--- config.mk ---
export PLATFORM = sky130hd
export DESIGN_NAME = burst_col_seq
export DESIGN_NICKNAME = d
export VERILOG_FILES = /design/src/rtl/bsq_pkg.sv /design/src/rtl/bsq_beat_ctrl.sv /design/src/rtl/bsq_col_order.sv /design/src/rtl/burst_col_seq.sv
export SDC_FILE = /design/constraint.sdc
export NUM_CORES = 1
export LEC_CHECK = 0
export BUFFER_PORTS_ARGS = -buffer_cell sky130_fd_sc_hd__buf_2
export CAP_MARGIN = 20
export CORE_MARGIN = 2
export CORE_UTILIZATION = 45
export CTS_BUF_LIST = sky130_fd_sc_hd__clkbuf_8
export DETAILED_ROUTE_END_ITERATION = 10
export GPL_ROUTABILITY_DRIVEN = 0
export GPL_TIMING_DRIVEN = 0
export PLACE_DENSITY = 0.81
export SLEW_MARGIN = 40
export SYNTH_ARGS = -nofsm -noshare
export SYNTH_HDL_FRONTEND = slang
export SYNTH_HIERARCHICAL = 1
export SYNTH_SLANG_ARGS = --single-unit
--- constraint.sdc ---
create_clock -name clk -period 1.1 [get_ports clk]
set_input_delay 0.055 -clock clk [delete_from_list [all_inputs] [get_ports clk]]
set_output_delay 0.055 -clock clk [all_outputs]
set_load 0.02 [all_outputs]
--- src/rtl/bsq_pkg.sv ---
package bsq_pkg;
  localparam int BEAT_W = 3;

  typedef struct packed {
    logic bl8;
    logic intlv;
  } burst_cfg_t;

  typedef logic [BEAT_W-1:0] beat_t;
endpackage

--- src/rtl/bsq_beat_ctrl.sv ---
module bsq_beat_ctrl
  import bsq_pkg::*;
#(
  parameter int COL_W = 10
) (
  input  logic             clk,
  input  logic             rst_n,
  input  logic             start_i,
  input  logic [COL_W-1:0] col_i,
  input  burst_cfg_t       cfg_i,
  input  logic             ready_i,
  output logic             active_o,
  output beat_t            beat_o,
  output logic             last_o,
  output logic [COL_W-1:0] col_q_o,
  output burst_cfg_t       cfg_q_o
);
  localparam beat_t LAST4 = beat_t'(3);
  localparam beat_t LAST8 = beat_t'(7);

  logic             active_q;
  beat_t            beat_q;
  logic [COL_W-1:0] col_q;
  burst_cfg_t       cfg_q;
  logic             at_last;

  assign at_last = active_q && (beat_q == (cfg_q.bl8 ? LAST8 : LAST4));

  always_ff @(posedge clk) begin
    if (!rst_n) begin
      active_q <= 1'b0;
      beat_q   <= '0;
      col_q    <= '0;
      cfg_q    <= '0;
    end else if (!active_q) begin
      if (start_i) begin
        active_q <= 1'b1;
        beat_q   <= '0;
        col_q    <= col_i;
        cfg_q    <= cfg_i;
      end
    end else if (ready_i) begin
      beat_q <= beat_q + beat_t'(1);
      if (at_last) active_q <= 1'b0;
    end
  end

  assign active_o = active_q;
  assign beat_o   = beat_q;
  assign last_o   = at_last;
  assign col_q_o  = col_q;
  assign cfg_q_o  = cfg_q;
endmodule

--- src/rtl/bsq_col_order.sv ---
module bsq_col_order
  import bsq_pkg::*;
#(
  parameter int COL_W = 10
) (
  input  logic [COL_W-1:0] base_i,
  input  burst_cfg_t       cfg_i,
  input  beat_t            beat_i,
  output logic [COL_W-1:0] col_o
);
  logic [1:0] low2;
  logic       bit2;

  always_comb begin
    if (cfg_i.intlv) low2 = base_i[1:0] ^ beat_i[1:0];
    else             low2 = base_i[1:0] + beat_i[1:0];
    bit2 = cfg_i.bl8 ? (base_i[2] ^ beat_i[2]) : base_i[2];
  end

  generate
    if (COL_W > 3) begin : g_wide
      assign col_o = {base_i[COL_W-1:3], bit2, low2};
    end else begin : g_narrow
      assign col_o = {bit2, low2};
    end
  endgenerate
endmodule

--- src/rtl/burst_col_seq.sv ---
module burst_col_seq
  import bsq_pkg::*;
#(
  parameter int COL_W = 10
) (
  input  logic             clk,
  input  logic             rst_n,
  input  logic             start_i,
  input  logic [COL_W-1:0] start_col_i,
  input  logic             bl8_i,
  input  logic             intlv_i,
  output logic [COL_W-1:0] col_o,
  output logic             valid_o,
  input  logic             ready_i,
  output logic             last_o
);
  burst_cfg_t       cfg_in;
  burst_cfg_t       cfg_q;
  beat_t            beat;
  logic [COL_W-1:0] base_col;
  logic             active;

  assign cfg_in.bl8   = bl8_i;
  assign cfg_in.intlv = intlv_i;

  bsq_beat_ctrl #(.COL_W(COL_W)) ctrl_i (
    .clk      (clk),
    .rst_n    (rst_n),
    .start_i  (start_i),
    .col_i    (start_col_i),
    .cfg_i    (cfg_in),
    .ready_i  (ready_i),
    .active_o (active),
    .beat_o   (beat),
    .last_o   (last_o),
    .col_q_o  (base_col),
    .cfg_q_o  (cfg_q)
  );

  bsq_col_order #(.COL_W(COL_W)) order_i (
    .base_i (base_col),
    .cfg_i  (cfg_q),
    .beat_i (beat),
    .col_o  (col_o)
  );

  assign valid_o = active;
endmodule

==> results.sh, run 1 <==
export IMPL_synth_common_cells="nand2_1, dfxtp_1, a21boi_1, buf_4, xnor2_1"
export IMPL_clock_skew_ps=2.19
export IMPL_yosysTopAreaCellShare_pct=42.0
export IMPL_fin_area_um2=1030
export IMPL_synth_simple_gate_area_share_pct=19.9
export IMPL_place_hpwl_mm=1.04
export IMPL_drt_total_wl_mm=1.55
export IMPL_swShare_pct=24.6
export IMPL_cts_tree="built"
export IMPL_start_kind="flip-flop"
export IMPL_clock_latency_ps=240
export IMPL_placed_area_um2=918
export IMPL_hold_class="in2reg"
export IMPL_rsz0062_at_grt="yes"
export IMPL_antenna_diode_count=0
export IMPL_post_cts_setup_buffers=0
export IMPL_power_density_nw_per_um2=1240
export IMPL_grt_ovfl_total=0
export IMPL_p_clk_share_pct=32.7
export IMPL_post_place_ws_ps=18.7
export IMPL_status="complete, but fails checks"
export IMPL_path_clk_slew_ps=60
export IMPL_synthXorXnorAreaFrac_pct=4.60
export IMPL_ys_async_sr_fraction_pct=0
export IMPL_syn_inst=88
export IMPL_final_max_slew_viol_count=0
export IMPL_ir_drop_mv=0.751
export IMPL_drtPass1Iterations=4
export IMPL_fmax_mhz=818
export IMPL_die_h_um=45.2
export IMPL_slew_headroom_pct=77.1
export IMPL_dieWidth_um=45.2
export IMPL_p_switching_uw=317
export IMPL_maxCapViolations=0
export IMPL_synth_compound_area_share_pct=17.9
export IMPL_hold_violations=0
export IMPL_internal_power_uw=970
export IMPL_fin_total_pwr_uw=1290
export IMPL_setup_viol=2
export IMPL_grt_pass1_wl_mm=2.19
export IMPL_detail_route_antenna_nets=0
export IMPL_failed_checks="negative setup slack"
export IMPL_vias=671
export IMPL_io_buffers=27
export IMPL_vias_per_cell=5.01
export IMPL_synthFlopType="dfxtp_1"
export IMPL_grt_max_degree=11
export IMPL_layout_setup_ws_ps=-122
export IMPL_worstPathArrival_ps=1170
export IMPL_ys_ff_latch=16
export IMPL_yosysWarnings=6
export IMPL_die_area_um2=2040
export IMPL_hold_depth=3
export IMPL_mappedNetlistNets=106
export IMPL_syn_area_um2=762
export IMPL_syn_to_final_growth_pct=35.6
export IMPL_crit_fanout=4
export IMPL_final_nets=138
export IMPL_cp_required_ps=1040
export IMPL_synthMuxAreaShare_pct=1.31
export IMPL_pwr_share_comb_pct=18.2
export IMPL_ys_top_cells_by_area="dfxtp_1, nand2_1, a21boi_1, buf_4, xnor2_1"
export IMPL_initial_core_util_pct=49.4
export IMPL_p_seq_share_pct=49.1
export IMPL_numClockSinks=16
export IMPL_cp_end_kind="output port"
export IMPL_cts_made_buffers=3
export IMPL_worst_slew_pin_slew_ps=343
export IMPL_grt_pass1_vias=559
export IMPL_core_um2=1540
export IMPL_rows=14
export IMPL_track_usage_pct=15.1
export IMPL_drive_gt1_share_pct=45.8
export IMPL_synth_top_family_by_area="simple AND/OR/NAND/NOR gates"
export IMPL_wl_per_cell_um=11.6
export IMPL_synth_edff_count=0
export IMPL_drcViolationCount=0
export IMPL_cts_root_buf="clkbuf_8"
export IMPL_clockBufferDepth=2
export IMPL_synthAdderAreaFrac_pct=3.28
export IMPL_layout_min_cycle_time_ps=1220
export IMPL_synth_area_leader_cell="dfxtp_1"
export IMPL_yosysMostFrequentCell="nand2_1"
export IMPL_period_share_pct=111
export IMPL_synth_cell_types=21
export IMPL_boundaryPins=28
export IMPL_drt_iter0_markers=3
export IMPL_reg2reg_depth=5
export IMPL_setup_tns_ps=-200
export IMPL_criticalPathCategory="reg2out"
export IMPL_seq_area_frac_synth_pct=42.0
export IMPL_n_fill_cell=141
export IMPL_worst_hold_slack_ps=39.8
export IMPL_avgSynthCellArea_um2=8.66
export IMPL_antenna_found_initial=0
export IMPL_cts_max_level=1
export IMPL_p_leak_uw=0.000469
placed cells by master, fill, tap and decap left out, drive strengths merged, types with 2 or more instances in the layout:
master and count:
a21boi 13, buf 38, clkbuf 4, dfxtp 16
ha 2, nand2 27, nor2b 2, o21ai 2
xnor2 4
worst paths after layout:
check / slack, ps / endpoint / start
worst min-delay path: 40 / ctrl_i/col_q_o[0] / start_col_i[0]
worst max-delay path: -120 / col_o[1] / ctrl_i/beat_o[0]
worst min register to register: 450 / ctrl_i/col_q_o[3] / ctrl_i/col_q_o[3]
worst max register to register: 40 / ctrl_i/cfg_q_o[0] / ctrl_i/active_o
cell type report:
type,instances,area [um2],share of cell area (%)
Clock buffer,3,41.3,4.00
Sequential cell,16,330,32.0
Multi-Input combinational cell,60,403,39.0
Buffer,11,86.3,8.35
Timing Repair Buffer,28,153,14.8
Tap cell,16,20.0,1.94
per-layer routing:
| layer | up-vias | wire, um | track usage, % |
|---|---|---|---|
| li1 | 345 | - | - |
| met1 | 300 | 621 | 16.8 |
| met2 | 22 | 797 | 25.1 |
| met3 | 4 | 107 | 4.40 |
| met4 | 0 | 26 | 8.82 |
| met5 | - | 0 | 0 |
repair_timing:
item,CTS,global route
resized for setup,12,11
setup endpoints to repair,3,13
hold buffers,0,0
gates cloned,0,1
pin swaps,1,2
flip-flops by register name, indices dropped and copies added, names as in the netlist:
register / flops
ctrl_i/active_o: 1
ctrl_i/beat_o: 3
ctrl_i/cfg_q_o: 2
ctrl_i/col_q_o: 10
logic make-up after synthesis:
kind of cell | after synthesis
AO/OA/AOI/OAI | 19
buffers and inverters | 12
multiplexers | 1
flip-flops | 16
adder cells (fa/ha/maj) | 2
AND/OR/NAND/NOR | 34
XOR/XNOR | 4
worst max-delay path, cell delays in order, from the launching register on:
cell,delay (ps)
dfxtp_4,360
ha_4,150
nor2b_4,120
xnor2_2,150
buf_6,140
metrics by stage:
step                      util [%]  std cells
after floorplan                  -         88
after global placement        59.6        131
after detailed placement      59.6        131
after CTS                     64.6        134
after global routing          67.0        134
final                         67.0        134
power by group through the flow:
stage	Combinational, uW	Sequential [uW]	Clock, uW
after global routing	257	635	459
after detailed placement	212	639	0
final	234	631	421
after floorplan	140	640	0
after global placement	208	639	0
after CTS	219	631	437
No activity file was read; power rests on OpenSTA's default activity.
==> run 2, diff against run 1 <==
--- a/config.mk
+++ b/config.mk
@@ -7,13 +7,13 @@
 export LEC_CHECK = 0
 export BUFFER_PORTS_ARGS = -buffer_cell sky130_fd_sc_hd__buf_2
 export CAP_MARGIN = 20
-export CORE_MARGIN = 2
+export CORE_MARGIN = 3
 export CORE_UTILIZATION = 45
 export CTS_BUF_LIST = sky130_fd_sc_hd__clkbuf_8
 export DETAILED_ROUTE_END_ITERATION = 10
 export GPL_ROUTABILITY_DRIVEN = 0
 export GPL_TIMING_DRIVEN = 0
-export PLACE_DENSITY = 0.81
+export PLACE_DENSITY = 0.86
 export SLEW_MARGIN = 40
 export SYNTH_ARGS = -nofsm -noshare
 export SYNTH_HDL_FRONTEND = slang
==> results.sh, run 2 (synthesis gave the netlist of run 1 again) <==
export IMPL_worst_slew_pin_slew_ps=335
export IMPL_grt_max_degree=11
export IMPL_maxCapViolations=0
export IMPL_worstPathArrival_ps=1160
export IMPL_drtPass1Iterations=4
export IMPL_dieWidth_um=47.2
export IMPL_cts_root_buf="clkbuf_8"
export IMPL_start_kind="flip-flop"
export IMPL_cp_end_kind="output port"
export IMPL_wl_per_cell_um=12.1
export IMPL_instances_no_fill=135
export IMPL_die_h_um=47.2
export IMPL_rsz0062_at_grt="yes"
export IMPL_criticalPathCategory="reg2out"
export IMPL_clock_latency_ps=240
export IMPL_internal_power_uw=976
export IMPL_place_hpwl_mm=1.06
export IMPL_clock_skew_ps=1.79
export IMPL_critical_path_top_delay_family="flip-flops"
export IMPL_die_area_um2=2220
export IMPL_cp_required_ps=1040
export IMPL_grt_pass1_wl_mm=2.46
export IMPL_rows=14
export IMPL_pwr_share_comb_pct=18.5
export IMPL_final_max_slew_viol_count=0
export IMPL_drive_gt1_share_pct=48.7
export IMPL_post_place_ws_ps=29.6
export IMPL_antenna_diode_count=0
export IMPL_crit_fanout=3
export IMPL_p_switching_uw=329
export IMPL_drcViolationCount=0
export IMPL_mostFrequentLayoutCells="nand2_1, buf_2, dfxtp_1, buf_4, a21boi_1"
export IMPL_placed_area_um2=918
export IMPL_status="complete, but fails checks"
export IMPL_grt_ovfl_total=0
export IMPL_core_um2=1540
export IMPL_io_buffers=27
export IMPL_p_clk_share_pct=33.0
export IMPL_ir_drop_mv=1.01
export IMPL_p_leak_uw=0.000484
export IMPL_hold_class="in2reg"
export IMPL_power_density_nw_per_um2=1240
export IMPL_clockBufferDepth=2
export IMPL_cp_num_buf_inv=1
export IMPL_cts_made_buffers=3
export IMPL_drt_total_wl_mm=1.63
export IMPL_syn_to_final_growth_pct=38.6
export IMPL_cpMaxStageDelayCell="dfxtp_2"
export IMPL_worst_hold_slack_ps=40.0
export IMPL_fin_total_pwr_uw=1300
export IMPL_max_stage_delay_ps=360
export IMPL_track_usage_pct=16.2
export IMPL_setup_viol=2
export IMPL_final_nets=139
export IMPL_fin_area_um2=1060
export IMPL_crit_chain="ha_4, nor2b_4, xnor2_2, buf_4"
export IMPL_slew_headroom_pct=77.6
export IMPL_layout_min_cycle_time_ps=1220
export IMPL_placed_cells=131
export IMPL_grt_pass1_vias=592
export IMPL_layout_commonest_cell="nand2_1"
export IMPL_layout_setup_ws_ps=-118
export IMPL_vias_per_cell=5.04
export IMPL_path_clk_slew_ps=60
export IMPL_detail_route_antenna_nets=0
export IMPL_swShare_pct=25.2
export IMPL_vias=681
export IMPL_fmax_mhz=821
export IMPL_initial_core_util_pct=49.4
export IMPL_numClockSinks=16
export IMPL_largest_reg_flops=10
export IMPL_hold_violations=0
export IMPL_period_share_pct=111
export IMPL_drt_iter0_markers=9
export IMPL_cts_max_level=1
export IMPL_boundaryPins=28
export IMPL_failed_checks="negative setup slack"
export IMPL_cts_tree="built"
export IMPL_p_seq_share_pct=48.5
export IMPL_hold_buffers=0
export IMPL_antenna_found_initial=0
## run 2: changes by cell type in the layout (fill, tap and decap cells not counted), sizes merged
| cell | delta |
|---|---|
| buf | +1 |
## run 2: routing by layer
| layer | part of all wire, % | wire length, um | vias up | track usage [%] |
|---|---|---|---|---|
| met5 | 0 | 0 | - | 0 |
| met1 | 41 | 668 | 309 | 18.9 |
| li1 | - | - | 347 | - |
| met2 | 53 | 868 | 23 | 26.8 |
| met3 | 5.3 | 87 | 2 | 3.45 |
| met4 | 0.55 | 9 | 0 | 9.94 |
## run 2: repair_timing
action | CTS | global route
setup buffers | 2 | 0
setup endpoints to repair | 3 | 14
gates resized for setup | 11 | 14
pin swaps | 1 | 3
## run 2: through the flow
stage | setup TNS, ps | util (%)
floorplan | 0 | -
global placement | 0 | 59.6
detailed placement | 0 | 59.6
CTS | -261 | 65.3
global route | -363 | 68.5
finish | -206 | 68.5
## run 2: power by group through the flow
stage	Combinational (uW)	Sequential [uW]	Clock, uW
5_1_grt	266	637	460
3_3_place_gp	208	638	0
6_report	241	633	431
2_1_floorplan	140	640	0
3_5_place_dp	212	640	0
4_1_cts	221	631	444
## run 2: layout make-up
| type | instances | area [um2] |
|---|---|---|
| clock buffer | 3 | 41.3 |
| tap | 16 | 20.0 |
| multi-input combinational | 60 | 418 |
| fill | 127 | 485 |
| timing repair buffer | 29 | 159 |
| buffer | 11 | 90.1 |
| sequential | 16 | 328 |
## run 2: path summary, 6_finish.rpt
check | slack [ps] | endpoint | cells after the start | from
max | -120 | col_o[1] | 4 | ctrl_i/beat_o[0]
max reg2reg | 50 | ctrl_i/beat_o[0] | 4 | ctrl_i/active_o
min | 40 | ctrl_i/col_q_o[1] | 3 | start_col_i[1]
min reg2reg | 460 | ctrl_i/col_q_o[9] | 2 | ctrl_i/col_q_o[9]
## run 2: worst reg2reg max path, cell delays in order, from the launching register on
cell	delay, ps
dfxtp_2	340
buf_6	130
mux2i_2	240
nand2_1	100
a21boi_0	170
==> run 3, diff against run 2 <==
--- a/config.mk
+++ b/config.mk
@@ -13,7 +13,7 @@
 export DETAILED_ROUTE_END_ITERATION = 10
 export GPL_ROUTABILITY_DRIVEN = 0
 export GPL_TIMING_DRIVEN = 0
-export PLACE_DENSITY = 0.86
+export PLACE_DENSITY = 0.77
 export SLEW_MARGIN = 40
 export SYNTH_ARGS = -nofsm -noshare
 export SYNTH_HDL_FRONTEND = slang
==> results.sh, run 3 (synthesis gave the netlist of run 1 again) <==
export IMPL_detail_route_antenna_nets=0
export IMPL_grt_max_degree=11
export IMPL_hold_depth=3
export IMPL_final_max_slew_viol_count=0
export IMPL_io_buffers=27
export IMPL_boundaryPins=28
export IMPL_drive_gt1_share_pct=55.0
export IMPL_start_kind="flip-flop"
export IMPL_hold_class="in2reg"
export IMPL_cp_startpoint="ctrl_i/beat_o[0]"
export IMPL_grt_pass1_wl_mm=2.59
export IMPL_rsz0062_at_grt="yes"
export IMPL_crit_end="last_o"
export IMPL_die_h_um=47.2
export IMPL_cp_required_ps=1040
export IMPL_post_place_ws_ps=17.5
export IMPL_layout_commonest_cell="nand2_1"
export IMPL_layout_setup_ws_ps=-121
export IMPL_antenna_found_initial=0
export IMPL_period_share_pct=111
export IMPL_cts_root_buf="clkbuf_8"
export IMPL_r2r_slack_ps=60
export IMPL_grt_ovfl_total=0
export IMPL_placed_cells=131
export IMPL_setup_viol=2
export IMPL_worst_slew_pin_slew_ps=314
export IMPL_rr_startpoint="ctrl_i/beat_o[0]"
export IMPL_crit_fanout=4
export IMPL_drt_iter0_markers=6
export IMPL_dieWidth_um=47.2
export IMPL_antenna_diode_count=0
export IMPL_crit_chain="buf_6, ha_4, and3_4, buf_6"
export IMPL_crit_top_cell="buf_6"
export IMPL_mostFrequentLayoutCells="nand2_1, buf_2, buf_4, dfxtp_1, a21boi_1"
export IMPL_failed_checks="negative setup slack"
export IMPL_fin_total_pwr_uw=1310
export IMPL_path_clk_slew_ps=60
export IMPL_status="complete, but fails checks"
export IMPL_clock_skew_ps=2.38
export IMPL_max_stage_delay_ps=360
export IMPL_core_um2=1540
export IMPL_pwr_share_comb_pct=19.9
export IMPL_criticalPathCategory="reg2out"
export IMPL_initial_core_util_pct=49.4
export IMPL_drtPass1Iterations=4
export IMPL_die_area_um2=2220
export IMPL_hold_violations=0
export IMPL_p_clk_share_pct=32.1
export IMPL_final_nets=140
export IMPL_largest_reg_flops=10
export IMPL_place_hpwl_mm=1.06
export IMPL_ir_drop_mv=0.897
export IMPL_swShare_pct=25.2
export IMPL_rows=14
export IMPL_n_fill_cell=110
export IMPL_cts_tree="built"
export IMPL_layout_min_cycle_time_ps=1220
export IMPL_cp_end_kind="output port"
export IMPL_p_leak_uw=0.000514
export IMPL_slew_headroom_pct=79.1
export IMPL_fmax_mhz=819
export IMPL_maxCapViolations=0
export IMPL_syn_to_final_growth_pct=50.6
export IMPL_clockBufferDepth=2
export IMPL_clock_latency_ps=240
export IMPL_cts_made_buffers=3
export IMPL_wl_per_cell_um=12.5
export IMPL_grt_pass1_vias=626
export IMPL_internal_power_uw=983
export IMPL_post_route_util_pct=74.4
export IMPL_cpMaxStageDelayCell="dfxtp_4"
export IMPL_numClockSinks=16
export IMPL_p_switching_uw=331
export IMPL_cts_max_level=1
export IMPL_track_usage_pct=17.1
export IMPL_hold_buffers=0
export IMPL_p_seq_share_pct=48.0
export IMPL_reg2reg_depth=4
export IMPL_vias=694
export IMPL_worstPathArrival_ps=1170
export IMPL_rr_endpoint="ctrl_i/beat_o[1]"
export IMPL_power_density_nw_per_um2=1150
export IMPL_vias_per_cell=5.10
export IMPL_drcViolationCount=0
export IMPL_instances_no_fill=136
export IMPL_worst_hold_slack_ps=50.1
export IMPL_drt_total_wl_mm=1.70
-- run 3: layer usage --
metal,routed length (um),global-route usage (%)
met1,685,19.4
met2,885,29.8
met3,112,3.83
met4,11,8.29
met5,0,0
-- run 3: worst min path at each step --
stage	startpoint	end	slack (ps)
2_1_floorplan	ready_i	ctrl_i/active_o	180
3_3_place_gp	start_col_i[1]	ctrl_i/col_q_o[1]	300
3_5_place_dp	start_col_i[2]	ctrl_i/col_q_o[2]	300
4_1_cts	bl8_i	ctrl_i/cfg_q_o[1]	40
5_1_grt	start_col_i[7]	ctrl_i/col_q_o[7]	60
6_report	start_col_i[9]	ctrl_i/col_q_o[9]	50
-- run 3: power by group through the flow --
stage / logic [uW] / clock network (uW) / registers, uW
after floorplan: 140 / 0 / 640
after global placement: 209 / 0 / 639
after detailed placement: 211 / 0 / 640
after CTS: 224 / 440 / 631
after global routing: 288 / 453 / 634
final: 261 / 422 / 631
-- run 3: critical path, delay by kind of cell, from the launching register on --
| kind | cells | cell delay [ps] |
|---|---|---|
| flip-flops | 1 | 360 |
| buffers and inverters | 2 | 240 |
| adder cells (fa/ha/maj) | 1 | 160 |
| AND/OR/NAND/NOR | 1 | 160 |
-- run 3: repair_timing --
item	CTS	global route
pin swaps	2	3
cloned	0	1
resized for setup	19	25
setup endpoints to repair	3	16
setup buffers	2	0
-- run 3: final cells by class --
cell class	count	area [um2]	area share, %
Buffer	11	93.8	8.18
Clock buffer	3	41.3	3.60
Timing Repair Buffer	30	176	15.4
Tap cell	16	20.0	1.74
Sequential cell	16	335	29.2
Multi-Input combinational cell	60	480	41.9
-- run 3: stage by stage --
stage / TNS (ps) / area, um2
3_3_place_gp: 0 / 918
5_1_grt: -305 / 1150
4_1_cts: -319 / 1040
6_report: -235 / 1150
3_5_place_dp: 0 / 918
2_1_floorplan: 0 / 763
